**src/rtl/fgpc_pkg.sv**
```systemverilog
`timescale 1ns/1ps
package fgpc_pkg;

    typedef enum logic [2:0] {
        PC_IDLE    = 3'd0,
        PC_DN_RUN  = 3'd1,
        PC_UP_RUN  = 3'd2,
        PC_DN_HOLD = 3'd3,
        PC_UP_HOLD = 3'd4
    } pc_state_e;

    localparam logic [1:0] LVL_HIGH = 2'b10;
    localparam logic [1:0] LVL_MID  = 2'b01;
    localparam logic [1:0] LVL_LOW  = 2'b00;

endpackage

```
**src/rtl/fgpc_ref_div.sv**
```systemverilog
`timescale 1ns/1ps
module fgpc_ref_div #(
    parameter int REF_DIV = 8192
) (
    input  logic clk,
    input  logic rst_n,
    input  logic run,
    output logic ref_tick
);
    localparam int CNT_W = $clog2(REF_DIV);
    localparam logic [CNT_W-1:0] LAST = CNT_W'(REF_DIV - 1);

    logic [CNT_W-1:0] div_q;

    always_ff @(posedge clk or negedge rst_n) begin
        if (!rst_n) begin
            div_q <= '0;
        end else if (!run) begin
            div_q <= '0;
        end else if (div_q == LAST) begin
            div_q <= '0;
        end else begin
            div_q <= div_q + 1'b1;
        end
    end

    assign ref_tick = run && (div_q == LAST);

endmodule

```
**src/rtl/fgpc_edge_sync.sv**
```systemverilog
`timescale 1ns/1ps
module fgpc_edge_sync #(
    parameter int SYNC_STAGES = 2
) (
    input  logic clk,
    input  logic rst_n,
    input  logic run,
    input  logic fg_raw,
    output logic fg_event
);
    logic [SYNC_STAGES-1:0] pipe_q;
    logic                   prev_q;

    generate
        if (SYNC_STAGES == 1) begin : g_single
            always_ff @(posedge clk or negedge rst_n) begin
                if (!rst_n) pipe_q <= '0;
                else        pipe_q <= fg_raw;
            end
        end else begin : g_chain
            always_ff @(posedge clk or negedge rst_n) begin
                if (!rst_n) pipe_q <= '0;
                else        pipe_q <= {pipe_q[SYNC_STAGES-2:0], fg_raw};
            end
        end
    endgenerate

    always_ff @(posedge clk or negedge rst_n) begin
        if (!rst_n) prev_q <= 1'b0;
        else        prev_q <= pipe_q[SYNC_STAGES-1];
    end

    assign fg_event = run && pipe_q[SYNC_STAGES-1] && !prev_q;

endmodule

```
**src/rtl/fgpc_fsm.sv**
```systemverilog
`timescale 1ns/1ps
module fgpc_fsm
    import fgpc_pkg::*;
#(
    parameter int REF_DIV = 8192
) (
    input  logic clk,
    input  logic rst_n,
    input  logic run,
    input  logic ref_tick,
    input  logic fg_event,
    output logic pump_up,
    output logic pump_dn
);
    localparam int CAP   = REF_DIV / 2;
    localparam int CAP_W = $clog2(CAP) + 1;
    localparam logic [CAP_W-1:0] CAP_LAST = CAP_W'(CAP - 1);

    pc_state_e        state_q;
    pc_state_e        state_d;
    logic [CAP_W-1:0] width_q;
    logic             cap_hit;

    assign cap_hit = (width_q == CAP_LAST);

    // state register
    always_ff @(posedge clk or negedge rst_n) begin
        if (!rst_n) state_q <= PC_IDLE;
        else        state_q <= state_d;
    end

    // pulse width counter, zero outside the run states
    always_ff @(posedge clk or negedge rst_n) begin
        if (!rst_n) begin
            width_q <= '0;
        end else if (state_d != state_q) begin
            width_q <= '0;
        end else if (state_q == PC_DN_RUN || state_q == PC_UP_RUN) begin
            width_q <= width_q + 1'b1;
        end else begin
            width_q <= '0;
        end
    end

    // next state
    always_comb begin
        state_d = state_q;
        unique case (state_q)
            PC_IDLE: begin
                if (fg_event && ref_tick) state_d = PC_IDLE;
                else if (fg_event)        state_d = PC_DN_RUN;
                else if (ref_tick)        state_d = PC_UP_RUN;
            end
            PC_DN_RUN: begin
                if (ref_tick)     state_d = PC_IDLE;
                else if (cap_hit) state_d = PC_DN_HOLD;
            end
            PC_UP_RUN: begin
                if (fg_event)     state_d = PC_IDLE;
                else if (cap_hit) state_d = PC_UP_HOLD;
            end
            PC_DN_HOLD: begin
                if (ref_tick) state_d = PC_IDLE;
            end
            PC_UP_HOLD: begin
                if (fg_event) state_d = PC_IDLE;
            end
            default: state_d = PC_IDLE;
        endcase
        if (!run) state_d = PC_IDLE;
    end

    // outputs
    always_comb begin
        pump_up = 1'b0;
        pump_dn = 1'b0;
        unique case (state_q)
            PC_DN_RUN: pump_dn = 1'b1;
            PC_UP_RUN: pump_up = 1'b1;
            PC_IDLE, PC_DN_HOLD, PC_UP_HOLD: begin
                pump_up = 1'b0;
                pump_dn = 1'b0;
            end
            default: begin
                pump_up = 1'b0;
                pump_dn = 1'b0;
            end
        endcase
    end

endmodule

```
**src/rtl/fgpc_level_enc.sv**
```systemverilog
`timescale 1ns/1ps
module fgpc_level_enc
    import fgpc_pkg::*;
(
    input  logic       drive_up,
    input  logic       drive_dn,
    output logic [1:0] level
);
    always_comb begin
        unique case ({drive_up, drive_dn})
            2'b10:   level = LVL_HIGH;
            2'b01:   level = LVL_LOW;
            default: level = LVL_MID;
        endcase
    end
endmodule

```
**src/rtl/fg_phase_comparator.sv**
```systemverilog
`timescale 1ns/1ps
module fg_phase_comparator #(
    parameter int REF_DIV     = 8192,
    parameter int SYNC_STAGES = 2
) (
    input  logic       clk,
    input  logic       rst_n,
    input  logic       enable,
    input  logic       fg_in,
    output logic       pump_up,
    output logic       pump_dn,
    output logic [1:0] pump_lvl
);
    logic ref_tick;
    logic fg_event;

    fgpc_ref_div #(.REF_DIV(REF_DIV)) u_div (
        .clk      (clk),
        .rst_n    (rst_n),
        .run      (enable),
        .ref_tick (ref_tick)
    );

    fgpc_edge_sync #(.SYNC_STAGES(SYNC_STAGES)) u_sync (
        .clk      (clk),
        .rst_n    (rst_n),
        .run      (enable),
        .fg_raw   (fg_in),
        .fg_event (fg_event)
    );

    fgpc_fsm #(.REF_DIV(REF_DIV)) u_fsm (
        .clk      (clk),
        .rst_n    (rst_n),
        .run      (enable),
        .ref_tick (ref_tick),
        .fg_event (fg_event),
        .pump_up  (pump_up),
        .pump_dn  (pump_dn)
    );

    fgpc_level_enc u_lvl (
        .drive_up (pump_up),
        .drive_dn (pump_dn),
        .level    (pump_lvl)
    );

endmodule

```
**config.mk**
```make
export PLATFORM = sky130hd
export DESIGN_NAME = fg_phase_comparator
export DESIGN_NICKNAME = d
export VERILOG_FILES = /design/src/rtl/fgpc_pkg.sv /design/src/rtl/fgpc_ref_div.sv /design/src/rtl/fgpc_edge_sync.sv /design/src/rtl/fgpc_fsm.sv /design/src/rtl/fgpc_level_enc.sv /design/src/rtl/fg_phase_comparator.sv
export SDC_FILE = /design/constraint.sdc
export NUM_CORES = 1
export LEC_CHECK = 0
export BUFFER_PORTS_ARGS = -buffer_cell sky130_fd_sc_hd__buf_4
export CAP_MARGIN = 20
export CORE_MARGIN = 2
export CORE_UTILIZATION = 60
export CTS_CLUSTER_DIAMETER = 50
export DETAILED_ROUTE_END_ITERATION = 10
export HOLD_SLACK_MARGIN = 0.06
export PLACE_DENSITY = 0.78
export SYNTH_ARGS = -nofsm -noshare
export SYNTH_HDL_FRONTEND = slang
export SYNTH_SLANG_ARGS = --single-unit
```
**constraint.sdc**
```tcl
create_clock -name clk -period 5.7 [get_ports clk]
set_input_delay 1.14 -clock clk [delete_from_list [all_inputs] [get_ports clk]]
set_output_delay 1.14 -clock clk [all_outputs]
set_load 0.1 [all_outputs]
```
==> results of run 1 <==
==> placed cells by master, fill, tap and decap left out <==
master and instances:
sky130_fd_sc_hd__inv_1 11, sky130_fd_sc_hd__clkbuf_1 1, sky130_fd_sc_hd__o21a_1 1, sky130_fd_sc_hd__xnor2_1 14, sky130_fd_sc_hd__nor2b_1 1, sky130_fd_sc_hd__nor2_1 33
sky130_fd_sc_hd__o2111a_1 1, sky130_fd_sc_hd__o22ai_1 1, sky130_fd_sc_hd__dfrtp_1 32, sky130_fd_sc_hd__clkinv_2 1, sky130_fd_sc_hd__or4b_2 1, sky130_fd_sc_hd__nand2_1 20
sky130_fd_sc_hd__a21oi_1 1, sky130_fd_sc_hd__o41a_1 1, sky130_fd_sc_hd__nand2b_1 3, sky130_fd_sc_hd__o21ba_2 1, sky130_fd_sc_hd__nand4_1 5, sky130_fd_sc_hd__nand3_1 11
sky130_fd_sc_hd__xor2_1 8, sky130_fd_sc_hd__nor3b_1 1, sky130_fd_sc_hd__nor4_4 1, sky130_fd_sc_hd__a22oi_2 1, sky130_fd_sc_hd__nor3_1 3, sky130_fd_sc_hd__bufinv_16 1
sky130_fd_sc_hd__and3b_1 1, sky130_fd_sc_hd__nand3b_1 1, sky130_fd_sc_hd__o21ai_0 1, sky130_fd_sc_hd__or2_2 2, sky130_fd_sc_hd__and3_1 1, sky130_fd_sc_hd__and2_1 2
sky130_fd_sc_hd__buf_4 7, sky130_fd_sc_hd__mux2i_1 1, sky130_fd_sc_hd__ha_1 4, sky130_fd_sc_hd__nor4_1 3, sky130_fd_sc_hd__a211oi_1 1, sky130_fd_sc_hd__clkbuf_4 5
sky130_fd_sc_hd__a2111o_1 1, sky130_fd_sc_hd__o31ai_1 2, sky130_fd_sc_hd__nand4_4 1
==> layout make-up <==
cell class	instances	share of cell area [%]
Clock buffer	6	2.273
Clock inverter	2	1.928
Inverter	11	2.273
Multi-Input combinational cell	129	44.42
Sequential cell	32	44.08
Tap cell	31	2.135
Timing Repair Buffer	7	2.893
==> worst register-to-register path, delay by kind of cell (launching register included) <==
kind            cells  cell delay [ns]
xor+xnor            1             0.79
simple gates        3             0.65
flops               1             0.47
compound gates      3             0.44
fa+ha+maj           1             0.21
buf+inv             1             0.08
==> layer usage <==
| layer | up-vias | track usage, % | wire, um |
|---|---|---|---|
| met4 | 0 | 8.970 | 63 |
| met1 | 587 | 23.74 | 1271 |
| met5 | - | 0 | 0 |
| met2 | 17 | 35.05 | 1466 |
| met3 | 8 | 4.839 | 81 |
| li1 | 610 | - | - |
==> through the flow <==
step / area (um2) / total power [W] / util [%] / std cells
final: 1817 / 0.0004293 / 67.04 / 218
after global routing: 1817 / 0.0004472 / 67.04 / 218
after CTS: 1817 / 0.0004360 / 67.04 / 218
after detailed placement: 1740 / 0.0002663 / 64.22 / 210
after global placement: 1740 / 0.0002654 / 64.22 / 210
after floorplan: 1674 / 0.0002556 / - / 176
==> logic make-up (layout without fill, tap and decap cells) <==
logic type	Yosys count	in the layout	share of synthesized area, %
and+or+nand+nor	90	90	26.98
buffers and inverters	15	26	3.961
muxes	1	1	0.5979
AOI/OAI and AO/OA	12	12	6.128
xor gates and xnor gates	22	22	11.51
adders and majority gates	4	4	2.990
DFF	32	32	47.83
==> power groups by stage <==
stage	Sequential, W	Combinational [W]	Clock, W
3_3_place_gp	0.000238	0.0000270	0
4_1_cts	0.000234	0.0000278	0.000174
3_5_place_dp	0.000239	0.0000277	0
2_1_floorplan	0.000238	0.0000178	0
5_1_grt	0.000235	0.0000308	0.000182
6_report	0.000234	0.0000271	0.000168
==> sequential cells by signal, indices dropped and copies added, names as in the netlist <==
register       flops
u_div.div_q       13
u_fsm.state_q      3
u_fsm.width_q     13
u_sync.pipe_q      2
u_sync.prev_q      1
==> synth_stat cells, drive strengths merged (2+ instances only) <==
cell type | n | area [um2]
nor2 | 33 | 123.9
dfrtp | 32 | 800.8
nand2 | 20 | 75.07
xnor2 | 14 | 122.6
inv | 11 | 41.29
nand3 | 11 | 55.05
xor2 | 8 | 70.07
nand4 | 6 | 52.55
ha | 4 | 50.05
nor4 | 4 | 40.04
buf | 3 | 21.27
nand2b | 3 | 18.77
nor3 | 3 | 15.01
and2 | 2 | 12.51
o31ai | 2 | 15.01
or2 | 2 | 12.51
==> worst max-delay path by stage <==
stage	startpoint	endpoint	slack, ns	depth (start not counted)
after floorplan	u_fsm.state_q[0]$_DFF_PN0_	pump_lvl[1]	2.42	4
after global placement	enable	u_fsm.width_q[3]$_DFF_PN0_	2.80	7
after detailed placement	enable	u_fsm.width_q[2]$_DFF_PN0_	2.71	7
after CTS	u_fsm.state_q[2]$_DFF_PN0_	pump_lvl[0]	2.61	5
after global routing	u_fsm.state_q[2]$_DFF_PN0_	pump_lvl[0]	2.51	5
final	u_fsm.state_q[2]$_DFF_PN0_	pump_lvl[0]	2.63	5
==> results.ini, run 1 <==
[global_route]
grt_pass1_wl_um = 5009
maximum_number_of_pins_on_one_net_before_global_route_repair = 33
antenna_violations_before_repair = 0
grt_pass1_vias = 1217
globalRoute.totalOverflow = 0
global_route_usage_over_all_layers_pct = 20.24

[floorplan]
chipWidth_um = 56.82
initial_core_util_pct = 61.77
fp.dieArea_um2 = 3229
coreArea_um2 = 2710
floorplan.rows = 19
die_height_um = 56.82
boundaryPins = 8

[synth]
yosysWarnings = 0
post_synth_net_total = 184
post_synthesis_register_bit_count = 32
synthesis.area_um2 = 1674
synthesis.instances = 176
number_of_enable_flip_flop_cells_after_synthesis = 0
mean_post_synth_cell_area_um2 = 9.512
synth_flop_cell = sky130_fd_sc_hd__dfrtp_1
synth-async-reset-ratio_pct = 100.0
synth.distinct_cells = 37
synth_sequential_area_ratio_pct = 47.83

[power]
seq_power_share_pct = 54.6
logic_gate_share_of_total_power_pct = 6.3
p_sw_share_pct = 23.08
clock_power_share_pct = 39.1
switchingPower_w = 0.00009910
p_per_area_nw_per_um2 = 236.3
p_leak_nw = 0.8674
p_int_w = 0.0003302
irDropWorstVdd_mv = 0.1884

[drt]
drt-initial-drc-count = 20
via_per_inst = 5.606
post-route-drc-count = 0
postRouteAntennaNets = 0
wirelength_um = 2883
route.vias.total = 1222
detail_route.wl_per_cell_um = 13.22
first_pass_iters = 4

[clock_tree]
tritoncts_clock_tree = yes
clk_pin_slew_ns = 0.10
cts-root-buf = sky130_fd_sc_hd__clkbuf_4
clock_latency_ns = 0.33
ctsLongestPathBuffers = 2
post_cts.resized_instances = 0
post_cts_hold_buffer_count = 0
post_cts.repair.setup_buffers = 0
clock_sinks = 32
numCtsBuffers = 5
htree_num_levels = 2

[hold_path]
timing.hold.worst.class = reg -> reg
worst_hold_path.num_cells = 0
source_of_the_worst_hold_timing_path = u_sync.pipe_q[0]$_DFF_PN0_
holdPathEnd = u_sync.pipe_q[1]$_DFF_PN0_

[sta]
drv_slew = 0
grt_setup_unrepaired = no
max-slew-margin-rel_pct = 32.95
period_minus_slack_ns = 3.072
final.period_utilization_pct = 53.90
maximum_clock_frequency_mhz = 325.5
worst-slew-pin-transition_ns = 0.9986
worst_slack_ns = 2.628
finalSetupViolCount = 0
worst_hold_slack_ns = 0.3615
setup-tns-final_ns = 0
report.final.hold_viol_count = 0
final.setup_skew_ns = 0.002692

[placement]
gp_routability_congestion = 0.8051
preCtsSetupSlack_ns = 2.714
io_buffer_count = 7
dp_hpwl_um = 2090

[critical_path]
r2r_start = u_fsm.state_q[2]$_DFF_PN0_
worst_ep_arrival_time_ns = 1.93
max_stage_delay_ns = 0.47
cp_num_buf_inv = 2
crit_chain = nand2b_1, or2_2, ha_1, inv_1, buf_4
r2r_setup_slack_ns = 2.92
element_type_at_the_critical_path_start = register
ff2ff_path_depth = 9
worst_path_dominant_cell_family = simple AND/OR/NAND/NOR gates
critical_path.max_fanout = 8
critPathRequiredTime_ns = 4.56
worst-setup-path-type = reg -> out
timing.critical_path.to_type = output port
crit_slowest_cell = sky130_fd_sc_hd__dfrtp_1
r2r_end = u_fsm.width_q[12]$_DFF_PN0_

[final_layout]
design.final.nets = 194
final.fill_count = 212
antennaDiodeCount = 0
area_growth_pct = 8.520
area_of_the_multi_input_gates_um2 = 807.0
final_layout_size_suffix_gt1_share_pct = 11.23
regArea_um2 = 800.8

[flow_run]
cap_violations = 0

[status]
outcome = completed

Power figures use the tool's default switching activity.
==> run 2, diff against run 1 <==
clock period = 3 ns   (was 5.7 ns; I/O delays follow)
==> run 2 against run 1 <==
  * Die area unchanged
  * Sequential power grew 90%
  * Hold slack got worse by 0.17 ns
  * Clock skew increased by 0.0068 ns
  * Largest cell class unchanged
==> results.ini, run 2 (synthesis gave the netlist of run 1 again) <==
[sta]
maximum_clock_frequency_mhz = 364.6
period_minus_slack_ns = 2.743
final.setup_skew_ns = 0.009529  ; +0.006837 ns
report.final.hold_viol_count = 0  ; unchanged
worst_hold_slack_ns = 0.1893  ; -0.1722 ns
grt_setup_unrepaired = no
max-slew-margin-rel_pct = 60.30  ; +27 points
worst-slew-pin-transition_ns = 0.5925  ; -0.4061 ns
finalSetupViolCount = 0  ; unchanged
drv_slew = 0  ; unchanged
setup-tns-final_ns = 0  ; unchanged
final.period_utilization_pct = 91.43

[drt]
drt-initial-drc-count = 60  ; +200%
first_pass_iters = 4  ; unchanged
postRouteAntennaNets = 0  ; unchanged
route.vias.total = 1212  ; -0.82%
detail_route.wl_per_cell_um = 13.62  ; +3.0%
wirelength_um = 2983  ; +3.5%
post-route-drc-count = 0  ; unchanged
via_per_inst = 5.534  ; -1.3%

[clock_tree]
ctsLongestPathBuffers = 2  ; unchanged
cts-root-buf = sky130_fd_sc_hd__clkbuf_4
post_cts.repair.setup_buffers = 0  ; unchanged
post_cts_hold_buffer_count = 0  ; unchanged
clock_latency_ns = 0.32  ; about the same
numCtsBuffers = 5  ; unchanged
post_cts.resized_instances = 0  ; unchanged
tritoncts_clock_tree = yes
clk_pin_slew_ns = 0.09  ; about the same
htree_num_levels = 2  ; unchanged
clock_sinks = 32  ; unchanged

[final_layout]
design.final.nets = 195  ; +0.52%
mostFrequentLayoutCell = sky130_fd_sc_hd__nor2_1
final.fill_count = 228  ; +7.5%
mostFrequentLayoutCells = 33 x sky130_fd_sc_hd__nor2_1, 32 x sky130_fd_sc_hd__dfrtp_1, 20 x sky130_fd_sc_hd__nand2_1, 13 x sky130_fd_sc_hd__xnor2_1
final_layout_size_suffix_gt1_share_pct = 11.70  ; +0.47 points
final_core_util_pct = 66.94  ; -0.092 points
antennaDiodeCount = 0  ; unchanged
reg_top3 = u_div.div_q x13, u_fsm.width_q x13, u_fsm.state_q x3
area_growth_pct = 8.371
final_std_cells_w_o_fill = 219  ; +0.46%

[power]
logic_gate_share_of_total_power_pct = 6.9  ; +0.6 points
p_per_area_nw_per_um2 = 412.9  ; +75%
seq_power_share_pct = 59.4  ; +4.8 points
total_power_w = 0.0007491  ; +74%
p_int_w = 0.0005685  ; +72%
clock_power_share_pct = 33.7  ; -5.4 points
p_sw_share_pct = 24.10  ; +1.0 points
switchingPower_w = 0.0001806  ; +82%
p_leak_nw = 0.8724  ; +0.57%
irDropWorstVdd_mv = 0.3539  ; +88%

[critical_path]
r2r_setup_slack_ns = 0.26  ; -2.66 ns
r2r_start = u_fsm.state_q[2]$_DFF_PN0_
startpoint = u_fsm.state_q[2]$_DFF_PN0_
r2r_end = u_fsm.width_q[0]$_DFF_PN0_
critPathRequiredTime_ns = 3.19  ; -1.37 ns
critical_path.max_fanout = 13  ; +5
worst_ep_arrival_time_ns = 2.93  ; +1.00 ns
worst-setup-path-type = reg -> reg
ff2ff_path_depth = 7  ; -2
timing.critical_path.to_type = register
element_type_at_the_critical_path_start = register

[placement]
io_buffer_count = 7  ; unchanged
dp_hpwl_um = 2146  ; +2.7%
gp_routability_congestion = 0.8784  ; +9.1%
dp.cells = 211  ; +0.48%

[floorplan]
floorplan.rows = 19  ; unchanged
die_height_um = 56.82  ; unchanged
coreArea_um2 = 2710  ; unchanged
chipWidth_um = 56.82  ; unchanged
fp.dieArea_um2 = 3229  ; unchanged
initial_core_util_pct = 61.77  ; unchanged
boundaryPins = 8  ; unchanged

[global_route]
grt_pass1_wl_um = 5244  ; +4.7%
antenna_violations_before_repair = 0  ; unchanged
global_route_usage_over_all_layers_pct = 21.24  ; +1.0 points
grt_pass1_vias = 1205  ; -0.99%
maximum_number_of_pins_on_one_net_before_global_route_repair = 33  ; unchanged
globalRoute.totalOverflow = 0  ; unchanged

[flow_run]
cap_violations = 0  ; unchanged

[hold_path]
timing.hold.worst.class = in -> async

[status]
outcome = completed

[run 2: changes by cell type in the layout (fill, tap and decap cells not counted), sizes merged]
cell	before	now
buf	7	8
clkbuf	6	8
bufinv	1	0
clkinv	1	0
[run 2: how the worst max path moves through the flow]
stage / endpoint / depth (start not counted)
after floorplan: pump_lvl[1] / 4
after detailed placement: u_fsm.width_q[9]$_DFF_PN0_ / 9
after CTS: u_fsm.width_q[9]$_DFF_PN0_ / 9
final: u_fsm.width_q[0]$_DFF_PN0_ / 7
after global routing: u_fsm.width_q[1]$_DFF_PN0_ / 8
after global placement: u_fsm.width_q[0]$_DFF_PN0_ / 7
[run 2: worst max-delay path: stages, from the launching register on]
cell,delay (ns)
sky130_fd_sc_hd__dfrtp_1,0.46
sky130_fd_sc_hd__nand2b_1,0.18
sky130_fd_sc_hd__or2_2,0.32
sky130_fd_sc_hd__ha_1,0.22
sky130_fd_sc_hd__a2111o_1,0.46
sky130_fd_sc_hd__o41a_1,0.33
sky130_fd_sc_hd__o2111a_1,0.41
sky130_fd_sc_hd__nor3b_1,0.22
[run 2: layout make-up]
cell class | count | area [um2] | share of cell area, %
Timing Repair Buffer | 8 | 60.06 | 3.310
Multi-Input combinational cell | 129 | 814.5 | 44.90
Sequential cell | 32 | 800.8 | 44.14
Tap cell | 31 | 38.79 | 2.138
Clock buffer | 8 | 58.81 | 3.241
Inverter | 11 | 41.29 | 2.276
[run 2: routing by layer]
metal | routed length [um] | up-vias | GRT usage, %
li1 | - | 610 | -
met1 | 1419 | 580 | 28.46
met2 | 1458 | 20 | 32.72
met3 | 87 | 2 | 7.604
met4 | 19 | 0 | 5.980
met5 | 0 | - | 0
[run 2: per-stage QoR]
stage	setup WS (ns)	instance area, um2
4_1_cts	0.2496	1807
3_3_place_gp	0.3551	1748
5_1_grt	0.1595	1814
3_5_place_dp	0.2714	1748
2_1_floorplan	0.2646	1674
6_report	0.2572	1814
[run 2: power groups by stage]
stage | sequential, W | combinational [W] | clock [W]
floorplan | 0.000452 | 0.0000338 | 0
global placement | 0.000453 | 0.0000511 | 0
detailed placement | 0.000453 | 0.0000525 | 0
CTS | 0.000445 | 0.0000527 | 0.000262
global route | 0.000446 | 0.0000576 | 0.000283
finish | 0.000445 | 0.0000518 | 0.000252
==> run 3, diff against run 2 <==
CORE_UTILIZATION = 54   (was 60)
GPL_TIMING_DRIVEN = 0   (was not set)
PLACE_DENSITY = 0.74   (was 0.78)
REMOVE_ABC_BUFFERS = 1   (was not set)
clock period = 2.4 ns   (was 3 ns; I/O delays follow)
==> run 3 against run 2 <==
  * Clock power up 64%
  * Via count rose by 6.1%
  * Clock skew increased by 0.0017 ns
  * Die area up 10%
  * Flip-flop and latch count is the same
  * Final cell count grew 3.7%
  * Register-to-register slack lost 0.20 ns
  * Utilization is 1.9 points lower
  * Non-clock buffer count rose by 5
  * Worst setup slack worse by 0.20 ns
  * Critical path type unchanged
==> results.ini, run 3 (synthesis gave the netlist of run 1 again) <==
[drt]
postRouteAntennaNets = 0  ; unchanged
wirelength_um = 3225  ; +8.1%
drt-initial-drc-count = 117  ; +95%
via_per_inst = 5.665  ; +2.4%
first_pass_iters = 4  ; unchanged
detail_route.wl_per_cell_um = 14.21  ; +4.3%
post-route-drc-count = 0  ; unchanged
route.vias.total = 1286  ; +6.1%

[floorplan]
die_height_um = 59.68  ; +5.0%
coreArea_um2 = 3003  ; +11%
fp.dieArea_um2 = 3562  ; +10%
floorplan.rows = 20  ; +1
boundaryPins = 8  ; unchanged
chipWidth_um = 59.68  ; +5.0%
initial_core_util_pct = 55.75  ; -6.0 points

[critical_path]
worst_ep_arrival_time_ns = 2.59  ; -0.34 ns
element_type_at_the_critical_path_start = register
critPathRequiredTime_ns = 2.65  ; -0.54 ns
ff2ff_path_depth = 8  ; +1
critical_path.max_fanout = 7  ; -6
timing.critical_path.to_type = register
r2r_setup_slack_ns = 0.06  ; -0.20 ns
worst-setup-path-type = reg -> reg

[final_layout]
mostFrequentLayoutCell = sky130_fd_sc_hd__nor2_1
area_growth_pct = 16.74
design.final.nets = 201  ; +3.1%
finalInstanceArea_um2 = 1954  ; +7.7%
final_layout_size_suffix_gt1_share_pct = 19.07  ; +7.4 points
final.fill_count = 227  ; -0.44%
reg_top3 = u_div.div_q x13, u_fsm.width_q x13, u_fsm.state_q x3
mostFrequentLayoutCells = 32 x sky130_fd_sc_hd__nor2_1, 29 x sky130_fd_sc_hd__dfrtp_1, 20 x sky130_fd_sc_hd__nand2_1, 13 x sky130_fd_sc_hd__xnor2_1
antennaDiodeCount = 0  ; unchanged

[sta]
report.final.hold_viol_count = 0  ; unchanged
final.period_utilization_pct = 97.57  ; +6.1 points
grt_setup_unrepaired = yes
worst-slew-pin-transition_ns = 0.4867  ; -0.1058 ns
period_minus_slack_ns = 2.342  ; -0.4010 ns
max-slew-margin-rel_pct = 67.28  ; +7.0 points
final.setup_skew_ns = 0.01127  ; +0.001742 ns
drv_slew = 0  ; unchanged
finalSetupViolCount = 0  ; unchanged
worst_hold_slack_ns = 0.2338  ; +0.04451 ns
maximum_clock_frequency_mhz = 427.0  ; +17%

[power]
irDropWorstVdd_mv = 0.3105  ; -12%
p_leak_nw = 0.9100  ; +4.3%
p_per_area_nw_per_um2 = 536.4  ; +30%

[global_route]
grt_pass1_vias = 1244  ; +3.2%
antenna_violations_before_repair = 0  ; unchanged
maximum_number_of_pins_on_one_net_before_global_route_repair = 33  ; unchanged
globalRoute.totalOverflow = 0  ; unchanged
grt_pass1_wl_um = 5506  ; +5.0%
global_route_usage_over_all_layers_pct = 20.98  ; -0.27 points

[clock_tree]
clk_pin_slew_ns = 0.11  ; +0.02 ns
tritoncts_clock_tree = yes
ctsLongestPathBuffers = 2  ; unchanged
clock_latency_ns = 0.35  ; +0.03 ns
cts-root-buf = sky130_fd_sc_hd__clkbuf_4
clock_sinks = 32  ; unchanged
numCtsBuffers = 5  ; unchanged
htree_num_levels = 2  ; unchanged

[flow_run]
cap_violations = 0  ; unchanged

[hold_path]
timing.hold.worst.class = in -> reg
worst_hold_path.num_cells = 1

[placement]
dp_hpwl_um = 1932  ; -10%
io_buffer_count = 7  ; unchanged
gp_routability_congestion = 0.8585  ; -2.3%
post_dp_cell_area_um2 = 1743  ; -0.29%

[status]
outcome = completed

[run 3: cell count changes in the layout (fill, tap and decap cells not counted), sizes merged]
cell,delta
clkbuf,-3
clkinvlp,+1
bufinv,+1
dlygate4sd3,+1
o2111a,+1
buf,+4
clkinv,+1
[run 3: worst paths after layout]
path / endpoint / start
worst max-delay path: u_fsm.width_q[12]$_DFF_PN0_ / u_fsm.state_q[2]$_DFF_PN0_
worst min-delay path: u_sync.pipe_q[0]$_DFF_PN0_ / fg_in
worst max register to register: u_fsm.width_q[12]$_DFF_PN0_ / u_fsm.state_q[2]$_DFF_PN0_
worst min register to register: u_sync.pipe_q[1]$_DFF_PN0_ / u_sync.pipe_q[0]$_DFF_PN0_
max in group asynchronous: u_fsm.state_q[1]$_DFF_PN0_ / rst_n
min in group asynchronous: u_fsm.state_q[0]$_DFF_PN0_ / rst_n
[run 3: cell type report]
| type | instances | area (um2) | share of cell area [%] |
|---|---|---|---|
| clock buffer | 5 | 37.54 | 1.921 |
| clock inverter | 3 | 42.54 | 2.177 |
| inverter | 11 | 41.29 | 2.113 |
| multi-input combinational | 130 | 874.6 | 44.75 |
| sequential | 32 | 804.5 | 41.17 |
| tap | 33 | 41.29 | 2.113 |
| timing repair buffer | 13 | 112.6 | 5.762 |
[run 3: through the flow]
stage,power [W],utilization (%),TNS [ns],setup WS [ns],instances
floorplan,0.0006058,-,-0.5550,-0.2240,172
global placement,0.0006297,58.04,-3.832,-0.3010,212
detailed placement,0.0006317,58.04,-4.554,-0.3645,212
CTS,0.001052,63.58,-0.1468,-0.03719,226
global route,0.001091,65.08,-0.3884,-0.1059,227
finish,0.001048,65.08,0,0.05826,227
[run 3: critical path, stage by stage (launching register included)]
cell and delay, ns:
sky130_fd_sc_hd__dfrtp_2 0.43, sky130_fd_sc_hd__nand2b_4 0.14, sky130_fd_sc_hd__or2_4 0.26, sky130_fd_sc_hd__ha_4 0.16
sky130_fd_sc_hd__a2111o_1 0.39, sky130_fd_sc_hd__o41a_1 0.37, sky130_fd_sc_hd__o2111a_2 0.33, sky130_fd_sc_hd__o21ai_1 0.11
sky130_fd_sc_hd__nor2_1 0.06
[run 3: report_power, final]
group          total (W)  internal (W)  switching, W
clock           0.000414      0.000217      0.000197
sequential      0.000556      0.000547    0.00000891
combinational  0.0000780     0.0000270     0.0000510
total            0.00105      0.000791      0.000257
[run 3: timing repair]
| item | in CTS | in global routing |
|---|---|---|
| endpoints found under the hold margin | 18 | 0 |
| endpoints found under the setup margin | 14 | 13 |
| pin swaps | 6 | 2 |
| setup buffers | 4 | 1 |
| gates resized for setup | 9 | 5 |
| hold buffers | 1 | 0 |
| cloned | 1 | 0 |
[run 3: layer usage]
layer | up-vias | GRT usage, % | wire (um)
li1 | 628 | - | -
met1 | 618 | 25.95 | 1483
met2 | 29 | 32.61 | 1515
met3 | 11 | 7.359 | 150
met4 | 0 | 10.16 | 74
met5 | - | 0 | 0
